**src/rtl/rx_ofs_pkg.sv**
```systemverilog
package rx_ofs_pkg;

    localparam int NCH = 2;

    typedef enum logic {
        CAL_IDLE = 1'b0,
        CAL_MEAS = 1'b1
    } cal_state_e;

    typedef struct packed {
        logic clr;
        logic take;
        logic last;
    } meas_ctl_t;

    // Limit a signed value to the range of a w-bit two's complement word
    function automatic logic signed [31:0] sat_to(input logic signed [31:0] v, input int w);
        logic signed [31:0] hi;
        logic signed [31:0] lo;
        hi = (32'sd1 <<< (w - 1)) - 32'sd1;
        lo = -(32'sd1 <<< (w - 1));
        if (v > hi)
            return hi;
        else if (v < lo)
            return lo;
        else
            return v;
    endfunction

endpackage

```
**src/rtl/rx_cal_ctrl.sv**
```systemverilog
module rx_cal_ctrl
    import rx_ofs_pkg::*;
#(
    parameter int AVG_LOG2 = 4
) (
    input  logic      clk,
    input  logic      rst,
    input  logic      awake,
    input  logic      smp_ok,
    input  logic      cal_start,
    input  logic      auto_mode,
    input  logic      ext_cal,
    output meas_ctl_t ctl,
    output logic      busy,
    output logic      short_req
);
    localparam int CNT_W = (AVG_LOG2 > 0) ? AVG_LOG2 : 1;
    localparam logic [CNT_W-1:0] CNT_LAST = '1;

    cal_state_e       state;
    logic [CNT_W-1:0] cnt;
    logic             ext_q;
    logic             start_ok;

    assign start_ok = cal_start & auto_mode & awake & (state == CAL_IDLE);
    assign ctl.clr  = start_ok;
    assign ctl.take = (state == CAL_MEAS) & smp_ok;
    assign ctl.last = ctl.take & (cnt == CNT_LAST);

    always_ff @(posedge clk) begin
        if (rst) begin
            state <= CAL_IDLE;
            cnt   <= '0;
            ext_q <= 1'b0;
        end else if (start_ok) begin
            state <= CAL_MEAS;
            cnt   <= '0;
            ext_q <= ext_cal;
        end else if (ctl.last) begin
            state <= CAL_IDLE;
        end else if (ctl.take) begin
            cnt <= cnt + 1'b1;
        end
    end

    assign busy      = (state == CAL_MEAS);
    assign short_req = busy & ~ext_q;

    // the window closes only at the edge that takes its final sample
    a_r3_close_on_last: assert property (@(posedge clk) disable iff (rst)
        (busy && !ctl.last) |=> busy);

    // an open window is never restarted
    a_r9_no_restart: assert property (@(posedge clk) disable iff (rst)
        (busy && !ctl.take) |=> $stable(cnt));

endmodule

```
**src/rtl/rx_ofs_store.sv**
```systemverilog
module rx_ofs_store
    import rx_ofs_pkg::*;
#(
    parameter int SMP_W     = 15,
    parameter int OFS_W     = 10,
    parameter int OFS_SHIFT = 3,
    parameter int AVG_LOG2  = 4
) (
    input  logic             clk,
    input  logic             rst,
    input  meas_ctl_t        ctl,
    input  logic [SMP_W-1:0] smp,
    input  logic             usr_we,
    input  logic [OFS_W-1:0] usr_data,
    output logic [OFS_W-1:0] ofs
);
    localparam int ACC_W = SMP_W + AVG_LOG2;

    logic signed [ACC_W-1:0] acc;
    logic signed [ACC_W-1:0] acc_nxt;
    logic signed [31:0]      avg32;
    logic signed [31:0]      est32;
    logic signed [31:0]      lim32;
    logic        [OFS_W-1:0] ofs_ld;

    always_comb begin
        acc_nxt = acc + $signed({{AVG_LOG2{smp[SMP_W-1]}}, smp});
        avg32   = 32'(acc_nxt >>> AVG_LOG2);
        est32   = (avg32 + (32'sd1 <<< (OFS_SHIFT - 1))) >>> OFS_SHIFT;
        lim32   = sat_to(est32, OFS_W);
        ofs_ld  = lim32[OFS_W-1:0];
    end

    always_ff @(posedge clk) begin
        if (rst) begin
            acc <= '0;
            ofs <= '0;
        end else begin
            if (ctl.clr)
                acc <= '0;
            else if (ctl.take)
                acc <= acc_nxt;
            if (ctl.last)
                ofs <= ofs_ld;
            else if (usr_we)
                ofs <= usr_data;
        end
    end

endmodule

```
**src/rtl/rx_ofs_corr.sv**
```systemverilog
module rx_ofs_corr
    import rx_ofs_pkg::*;
#(
    parameter int SMP_W     = 15,
    parameter int OFS_W     = 10,
    parameter int OFS_SHIFT = 3
) (
    input  logic             clk,
    input  logic             rst,
    input  logic             smp_ok,
    input  logic [SMP_W-1:0] smp,
    input  logic [OFS_W-1:0] ofs,
    output logic [SMP_W-1:0] out
);
    logic signed [31:0] diff32;
    logic signed [31:0] lim32;

    always_comb begin
        diff32 = 32'($signed(smp)) - (32'($signed(ofs)) <<< OFS_SHIFT);
        lim32  = sat_to(diff32, SMP_W);
    end

    always_ff @(posedge clk) begin
        if (rst)
            out <= '0;
        else if (smp_ok)
            out <= lim32[SMP_W-1:0];
    end

    // a non-negative offset never raises a sample (no wrap at the low end)
    a_r2_no_rise: assert property (@(posedge clk) disable iff (rst)
        (smp_ok && !ofs[OFS_W-1]) |=> ($signed(out) <= $signed($past(smp))));

    // a negative offset never lowers a sample (no wrap at the high end)
    a_r2_no_fall: assert property (@(posedge clk) disable iff (rst)
        (smp_ok && ofs[OFS_W-1]) |=> ($signed(out) >= $signed($past(smp))));

endmodule

```
**src/rtl/rx_offset_cal.sv**
```systemverilog
module rx_offset_cal
    import rx_ofs_pkg::*;
#(
    parameter int SMP_W     = 15,
    parameter int OFS_W     = 10,
    parameter int OFS_SHIFT = 3,
    parameter int AVG_LOG2  = 4
) (
    input  logic             clk,
    input  logic             rst,
    input  logic             rx_sleep,
    input  logic             auto_mode,
    input  logic             ext_cal,
    input  logic             cal_start,
    input  logic             usr_wr,
    input  logic             usr_ch,
    input  logic [OFS_W-1:0] usr_data,
    input  logic             smp_valid,
    input  logic [SMP_W-1:0] smp_i,
    input  logic [SMP_W-1:0] smp_q,
    output logic             cal_busy,
    output logic             short_inputs,
    output logic [OFS_W-1:0] ofs_i,
    output logic [OFS_W-1:0] ofs_q,
    output logic             out_valid,
    output logic [SMP_W-1:0] out_i,
    output logic [SMP_W-1:0] out_q
);
    logic                        awake;
    logic                        smp_ok;
    meas_ctl_t                   ctl;
    logic [NCH-1:0][SMP_W-1:0]   smp_a;
    logic [NCH-1:0][SMP_W-1:0]   out_a;
    logic [NCH-1:0][OFS_W-1:0]   ofs_a;
    logic [NCH-1:0]              we_a;

    assign awake    = ~rx_sleep;
    assign smp_ok   = smp_valid & awake;
    assign smp_a[0] = smp_i;
    assign smp_a[1] = smp_q;

    rx_cal_ctrl #(
        .AVG_LOG2 (AVG_LOG2)
    ) i_ctrl (
        .clk       (clk),
        .rst       (rst),
        .awake     (awake),
        .smp_ok    (smp_ok),
        .cal_start (cal_start),
        .auto_mode (auto_mode),
        .ext_cal   (ext_cal),
        .ctl       (ctl),
        .busy      (cal_busy),
        .short_req (short_inputs)
    );

    for (genvar ch = 0; ch < NCH; ch++) begin : g_ch
        assign we_a[ch] = usr_wr & ~auto_mode & (usr_ch == 1'(ch));

        rx_ofs_store #(
            .SMP_W     (SMP_W),
            .OFS_W     (OFS_W),
            .OFS_SHIFT (OFS_SHIFT),
            .AVG_LOG2  (AVG_LOG2)
        ) i_store (
            .clk      (clk),
            .rst      (rst),
            .ctl      (ctl),
            .smp      (smp_a[ch]),
            .usr_we   (we_a[ch]),
            .usr_data (usr_data),
            .ofs      (ofs_a[ch])
        );

        rx_ofs_corr #(
            .SMP_W     (SMP_W),
            .OFS_W     (OFS_W),
            .OFS_SHIFT (OFS_SHIFT)
        ) i_corr (
            .clk    (clk),
            .rst    (rst),
            .smp_ok (smp_ok),
            .smp    (smp_a[ch]),
            .ofs    (ofs_a[ch]),
            .out    (out_a[ch])
        );
    end

    always_ff @(posedge clk) begin
        if (rst)
            out_valid <= 1'b0;
        else
            out_valid <= smp_ok;
    end

    assign ofs_i = ofs_a[0];
    assign ofs_q = ofs_a[1];
    assign out_i = out_a[0];
    assign out_q = out_a[1];

    // outside a window, automatic mode leaves both registers untouched
    a_r6_user_ignored: assert property (@(posedge clk) disable iff (rst)
        (!cal_busy && auto_mode) |=> ($stable(ofs_i) && $stable(ofs_q)));

    // sleep retains the offsets unless the host writes in user mode
    a_r7_sleep_hold: assert property (@(posedge clk) disable iff (rst)
        (rx_sleep && !(usr_wr && !auto_mode)) |=> ($stable(ofs_i) && $stable(ofs_q)));

    // nothing is presented after a sleeping cycle
    a_r7_sleep_no_valid: assert property (@(posedge clk) disable iff (rst)
        rx_sleep |=> !out_valid);

    // the short request never appears outside a window
    a_r5_short_in_window: assert property (@(posedge clk) disable iff (rst)
        $rose(short_inputs) |-> $rose(cal_busy));

endmodule

```
**config.mk**
```make
export PLATFORM = sky130hd
export DESIGN_NAME = rx_offset_cal
export DESIGN_NICKNAME = d
export VERILOG_FILES = /design/src/rtl/rx_ofs_pkg.sv /design/src/rtl/rx_cal_ctrl.sv /design/src/rtl/rx_ofs_store.sv /design/src/rtl/rx_ofs_corr.sv /design/src/rtl/rx_offset_cal.sv
export SDC_FILE = /design/constraint.sdc
export NUM_CORES = 1
export LEC_CHECK = 0
export BUFFER_PORTS_ARGS = -buffer_cell sky130_fd_sc_hd__buf_2
export CAP_MARGIN = 20
export CORE_ASPECT_RATIO = 2
export CORE_UTILIZATION = 40
export CTS_CLUSTER_SIZE = 40
export DETAILED_ROUTE_END_ITERATION = 6
export HOLD_SLACK_MARGIN = 0.08
export PLACE_DENSITY_LB_ADDON = 0.05
export SLEW_MARGIN = 20
export SYNTH_ARGS = -nofsm -noshare
export SYNTH_HDL_FRONTEND = slang
export SYNTH_SLANG_ARGS = --single-unit
export TNS_END_PERCENT = 5
```
**constraint.sdc**
```tcl
create_clock -name clk -period 3.45 [get_ports clk]
set_input_delay 0.5175 -clock clk [delete_from_list [all_inputs] [get_ports clk]]
set_output_delay 0.5175 -clock clk [all_outputs]
set_load 0.05 [all_outputs]
```
==> Yosys cells after proc, flatten, opt, wreduce, memory -nomap -nowiden <==
Cells that the tools add are included.
{ "classes": {"add_sub_neg": 7, "order_cmp": 8, "n_eq_ne": 1, "muxes": 14, "n_bitwise": 16, "reduce_logical": 5} }
{ "op_table": {"columns": ["op", "n"], "rows": [
  ["$mux W10", 8],
  ["$mux W15", 4],
  ["$add A19 B15 Y19", 2],
  ["$add A15 B4 Y16 const B", 2],
  ["$gt A16 B15 Y1 const B", 2],
  ["$lt A16 B15 Y1 const B", 2],
  ["$sub A15 B13 Y16", 2],
  ["$gt A13 B10 Y1 const B", 2],
  ["$lt A13 B10 Y1 const B", 2],
  ["$and A1 B1 Y1", 10],
  ["$not A1 Y1", 6],
  ["$reduce_bool A2 Y1", 3],
  ["$add A4 B1 Y4 const B", 1],
  ["$eq A4 B4 Y1 const B", 1],
  ["$mux W1", 2],
  ["$reduce_and A2 Y1", 1],
  ["$reduce_or A2 Y1", 1]
]} }
{ "word_totals": {"ff_bits": 95, "output_inout_bits": 53, "elab_cells": 61} }

==> Logic depth before layout (Yosys ltp) <==
{ "logic_depth": {"depth_word": 6, "mapped_depth": 15} }

==> Hierarchy <==
From an unflattened synthesis, not the netlist that was laid out.
{ "hier_totals": {"hier_cells": 955, "hier_area_um2": 7878.8} }
{ "modules_own_cells": {"columns": ["module", "instances", "cells_each", "area_each_um2", "seq_area_each_um2"], "rows": [
  ["rx_ofs_store (g_ch[1].i_store)", 1, 332, 2573.7, 580.6],
  ["rx_ofs_store (g_ch[0].i_store)", 1, 292, 2523.7, 580.6],
  ["rx_ofs_corr", 2, 145, 1213.7, 300.3],
  ["rx_cal_ctrl", 1, 35, 290.3, 120.1],
  ["rx_offset_cal", 1, 6, 63.8, 20.0]
]} }

==> Least setup slack after synthesis <==
OpenSTA, ideal clock, no wires.
{ "synth_path": {"path_type": "flip-flop to flip-flop", "from": "register g_ch[0].i_store.ofs[0]", "to": "register g_ch[0].i_corr.out[10]", "setup_time_ps": 137, "arrival_ps": 3371, "required_time_ps": 3313, "slack_ps": -58, "stages_incl_launch_ff": 15, "n_path_buf": 1, "period_less_slack_ps": 3508, "cell_sequence": "dfxtp_1 > ha_1 > inv_1 > fa_1 > a21o_1 > a21oi_1 > o21bai_1 > a21oi_1 > o21ai_0 > a31o_2 > and4_1 > a21oi_1 > clkbuf_1 > maj3_1 > a211oi_1"} }
{ "synth_between": {"elab_chain_cells": 4, "elab_cells_between_ends": 5, "cone_classes": "1 x add/sub; 2 x order compare; 2 x mux"} }
{ "synth_lines": {"columns": ["item", "line", "source"], "rows": [
  ["from (decl)", "rx_ofs_store.sv:15", "output logic [OFS_W-1:0] ofs"],
  ["from (signal assigned)", "rx_ofs_store.sv:44", "ofs <= ofs_ld;"],
  ["from (signal assigned)", "rx_ofs_store.sv:46", "ofs <= usr_data;"],
  ["$sub A15 B13 Y16 *", "rx_ofs_corr.sv:19", "diff32 = 32'($signed(smp)) - (32'($signed(ofs)) <<< OFS_SHIFT);"],
  ["$lt A16 B15 Y1", "rx_ofs_pkg.sv:24", "else if (v < lo)"],
  ["$mux W15", "rx_ofs_pkg.sv:24", null],
  ["$mux W15 *", "rx_ofs_pkg.sv:22", "if (v > hi)"],
  ["to (signal assigned)", "rx_ofs_corr.sv:27", "out <= lim32[SMP_W-1:0];"],
  ["to (decl)", "rx_ofs_corr.sv:13", "output logic [SMP_W-1:0] out"]
]} }
Every way passes the cells marked *; elsewhere a longest branch is shown, timed or not.
A chain may end at the register's enable or synchronous reset.

==> Worst setup path in the final report <==
{ "layout_path": {"from": "register g_ch[1].i_store.acc[0]", "to": "register g_ch[1].i_store.ofs[2]"} }
{ "layout_between": {"elab_chain_cells": 6, "elab_cells_between_ends": 7, "cone_classes": "2 x add/sub; 2 x order compare; 3 x mux"} }
{ "layout_lines": {"columns": ["item", "line", "source"], "rows": [
  ["from (decl)", "rx_ofs_store.sv:19", "logic signed [ACC_W-1:0] acc;"],
  ["from (signal assigned)", "rx_ofs_store.sv:42", "acc <= acc_nxt;"],
  ["$add A19 B15 Y19 *", "rx_ofs_store.sv:27", "acc_nxt = acc + $signed({{AVG_LOG2{smp[SMP_W-1]}}, smp});"],
  ["$add A15 B4 Y16 *", "rx_ofs_store.sv:29", "est32 = (avg32 + (32'sd1 <<< (OFS_SHIFT - 1))) >>> OFS_SHIFT;"],
  ["$lt A13 B10 Y1", "rx_ofs_pkg.sv:24", null],
  ["$mux W10", "rx_ofs_pkg.sv:24", null],
  ["$mux W10 *", "rx_ofs_pkg.sv:22", null],
  ["$mux W10 *", "rx_ofs_store.sv:43", "if (ctl.last)"],
  ["to (signal assigned)", "rx_ofs_store.sv:44", null],
  ["to (signal assigned)", "rx_ofs_store.sv:46", null],
  ["to (decl)", "rx_ofs_store.sv:15", null]
]} }
Marked as above.

==> impl_results.md <==
- Endpoint class of the critical path: flip-flop
- Critical path launch point type: flip-flop
- Initial antenna violation count: 0
- Maximum number of pins on one net before global-route repair: 61
- Cell Area, Placed: ~9600 µm²
- Routed Antenna Nets: 0
- Finished Layout Cells: 1,476
- Leakage: around 4.4 nW
- Core area: 19,280 µm²
- Die ar.: 20,150 µm²
- Hold Crit Class: in2reg
- Sequential-to-total area share from yosys stat: between 20% and 30%
- Clock sink count: between 90 and 100
- TritonCTS clock tree: built
- GP Congestion: 0.8898
- Area leader, netlist: dfxtp_1
- Die Ht: roughly 200 µm
- Worst Path Required: 3680 ps
- Slew Limit Fails: 0
- Diode count: 0
- Commonest non-fill, non-tap cell in the layout: buf_4
- Synth warn: 0
- Starting Density: between 40% and 50%
- Worst Setup Path Type: reg2reg
- DR vias: approximately 8.0k
- DR vias/cell: 5.389
- Syn nets: roughly 1.1k
- Die Wd: approximately 100 µm
- 1st-pass router iterations: 5
- Num ports: around 100
- Yosys top cell area share: approximately 24%
- Bufs on Longest Clock Path: 2
- Post-route DRC: 0
- Uppermost layer routed: met4
- Synthesized area per cell: slightly below 8 µm²
- Worst-Skew Late Latency: roughly 370 ps
- M1 wire length: just under 9000 µm
- Minimum clock period: roughly 3300 ps
- CP dominant cell by count: buf_4
- Relative slew margins: approximately half
- Post-synth EDFFs: 0
- Overflow after GRT: 0
- Met2 WL post-DR: 15,160 µm
- Routed wire length: approximately 26,000 µm
- FF+latch count, synth: 95
- Total Routing Usage GR: 26.49%
- Run status: completed
- Final setup violation count: 0
- Ys flop type: dfxtp_1
- Skew final: ~7 ps
- Root Buffer: clkbuf_16
- Post-DP HPWL: 21,250 µm
- Slowest CP cell: dfxtp_2
- Cell variety after synth: 94
- Crit path DAT: 3560 ps
- Final Hold Vio Count: 0
- Share of cells above drive strength 1: approximately 30%
- Initial drt markers: 252
- VDD IR max: between 200 and 250 µV
- Synthesized area: slightly below 8000 µm²
- P per Cell Area: between 300 and 400 nW/µm²
- Place WS: -250.1 ps
- Most frequent cells in the layout: 156 x buf_4, 108 x nand2_1, 102 x nor2_1
- First-pass GRT wire length: about 40,000 µm
- Cell Chain, Critical Path: ha_2 > inv_1 > fa_2 > nand2b_4 > a21oi_1 > buf_4 > o21ai_4 > and2_4 > o311ai_4 > nand4_2 > buf_6 > o41ai_4 > a21boi_2 > a211oi_4 > buf_4 > o32ai_2
- Post-Place Cells: ~1.5k
- CTS H-tree lvls: 3
- Final instance area: around 10,000 µm²
- Max_cap viols: 0
- Final TNS setup: 0 ps
- Total Power: 3.336 mW
- CTS Buf Count: 9
- Layout area overhead: 29.24%
- Met3 routed WL: roughly 800 µm
- Fin nets: between 1k and 1.5k
- Actual slew at the worst max-slew pin: ~700 ps
- Dominant cells by area after synthesis: dfxtp_1 24%, ha_1 10%, a21oi_1 5.3%
- Final Cycle Share: between 90% and 100%
- Fmax achieved: 0.2999 GHz
- Syn Inst Count: between 900 and 1k
- Async SR Flop Fraction: 0%
- Number of global-route vias before repair: between 7k and 8k
- CTS clock-pin slew for the worst setup and hold paths: ~70 ps
- RSZ-0062 raised after global routing: yes
- Final WS setup: around 120 ps
- I/O Buffers: around 100
- Site Rows: 72
- Slowest stage delay, CP: between 300 and 400 ps
- Critical path fanouts, max: 5
- DR WL/cell: around 18 µm
-- sequential cells by signal, indices dropped and copies added, names as in the netlist --
register,cells
i_ctrl.cnt,4
g_ch.i_store.acc,38
g_ch.i_store.ofs,20
g_ch.i_corr.out,30
i_ctrl.ext_q,1
i_ctrl.busy,1
out_valid,1
-- worst max-delay path, delay by kind of cell, from the launching register on --
| family | cells | cell delay (ps) |
|---|---|---|
| AOI/OAI and AO/OA | 7 | 1280 |
| adders and majority gates | 2 | 500 |
| buffers and inverters | 4 | 570 |
| DFF | 1 | 340 |
| and+or+nand+nor | 3 | 500 |
-- per-layer routing --
layer	up-vias	track usage [%]
li1	4005	-
met1	3694	23.56
met2	191	54.87
met3	64	3.343
met4	0	14.98
met5	-	0
-- stage by stage --
| stage | hold slack, ps | utilization [%] |
|---|---|---|
| after floorplan | 435.6 | - |
| after global placement | 443.6 | 49.84 |
| after detailed placement | 450.4 | 49.84 |
| after CTS | 373.8 | 51.59 |
| after global routing | 394.3 | 52.44 |
| final | 380.1 | 52.44 |
-- synth_stat cells, drive strengths merged, types with 5 or more instances --
cell and n:
nand2 110, nor2 104, dfxtp 95, a21oi 88
ha 63, a211oi 50, inv 49, clkbuf 34
o21ai 34, xnor2 30, maj3 28, xor2 28
nand3 26, nor3 23, a21o 18, nand2b 17
nor2b 14, and2 13, buf 12, and3 11
nand4 10, o32ai 9, or3 9, o211ai 8
and4 7, or2 7, a31oi 6, o31ai 6
mux2i 5, o21bai 5
-- power by group --
part           internal, mW  switching [mW]
clock network         0.591           0.488
logic                 0.443           0.642
registers              1.14          0.0298
total                  2.18            1.16
-- cell families (layout without fill, tap and decap cells) --
family / Yosys count / count (layout) / share of synthesized area (%)
buffers and inverters: 96 / 326 / 5.182
adder cells (fa/ha/maj): 95 / 95 / 14.68
flip-flops: 95 / 95 / 24.31
AO/OA/AOI/OAI: 268 / 268 / 25.13
multiplexers: 8 / 8 / 1.072
AND/OR/NAND/NOR: 367 / 367 / 23.03
XOR/XNOR: 58 / 58 / 6.590
-- worst paths after layout --
| check | cells past startpoint | start | slack, ps | to |
|---|---|---|---|---|
| min | 3 | ext_cal | 380 | i_ctrl.ext_q |
| max reg2reg | 16 | g_ch[1].i_store.acc[0] | 120 | g_ch[1].i_store.ofs[2] |
| min reg2reg | 2 | g_ch[1].i_store.acc[4] | 460 | g_ch[1].i_store.acc[4] |
| max | 16 | g_ch[1].i_store.acc[0] | 120 | g_ch[1].i_store.ofs[2] |
-- area by class of cell --
class                      count  area (µm²)
fill                        2004        9169
clock buffer                  11       242.7
multi-input combinational    796        5659
inverter                      49       183.9
clock inverter                 5       63.81
sequential                    95        1906
tap                          259       324.1
timing repair buffer         261        1730
-- repair_timing --
item | in CTS | in global routing
buffers inserted | 3 | 3
pin swaps | 3 | 11
hold buffers | 0 | 0
endpoints found under the setup margin | 1 | 13
resized for setup | 2 | 26
No activity file was read; power rests on OpenSTA's default activity.
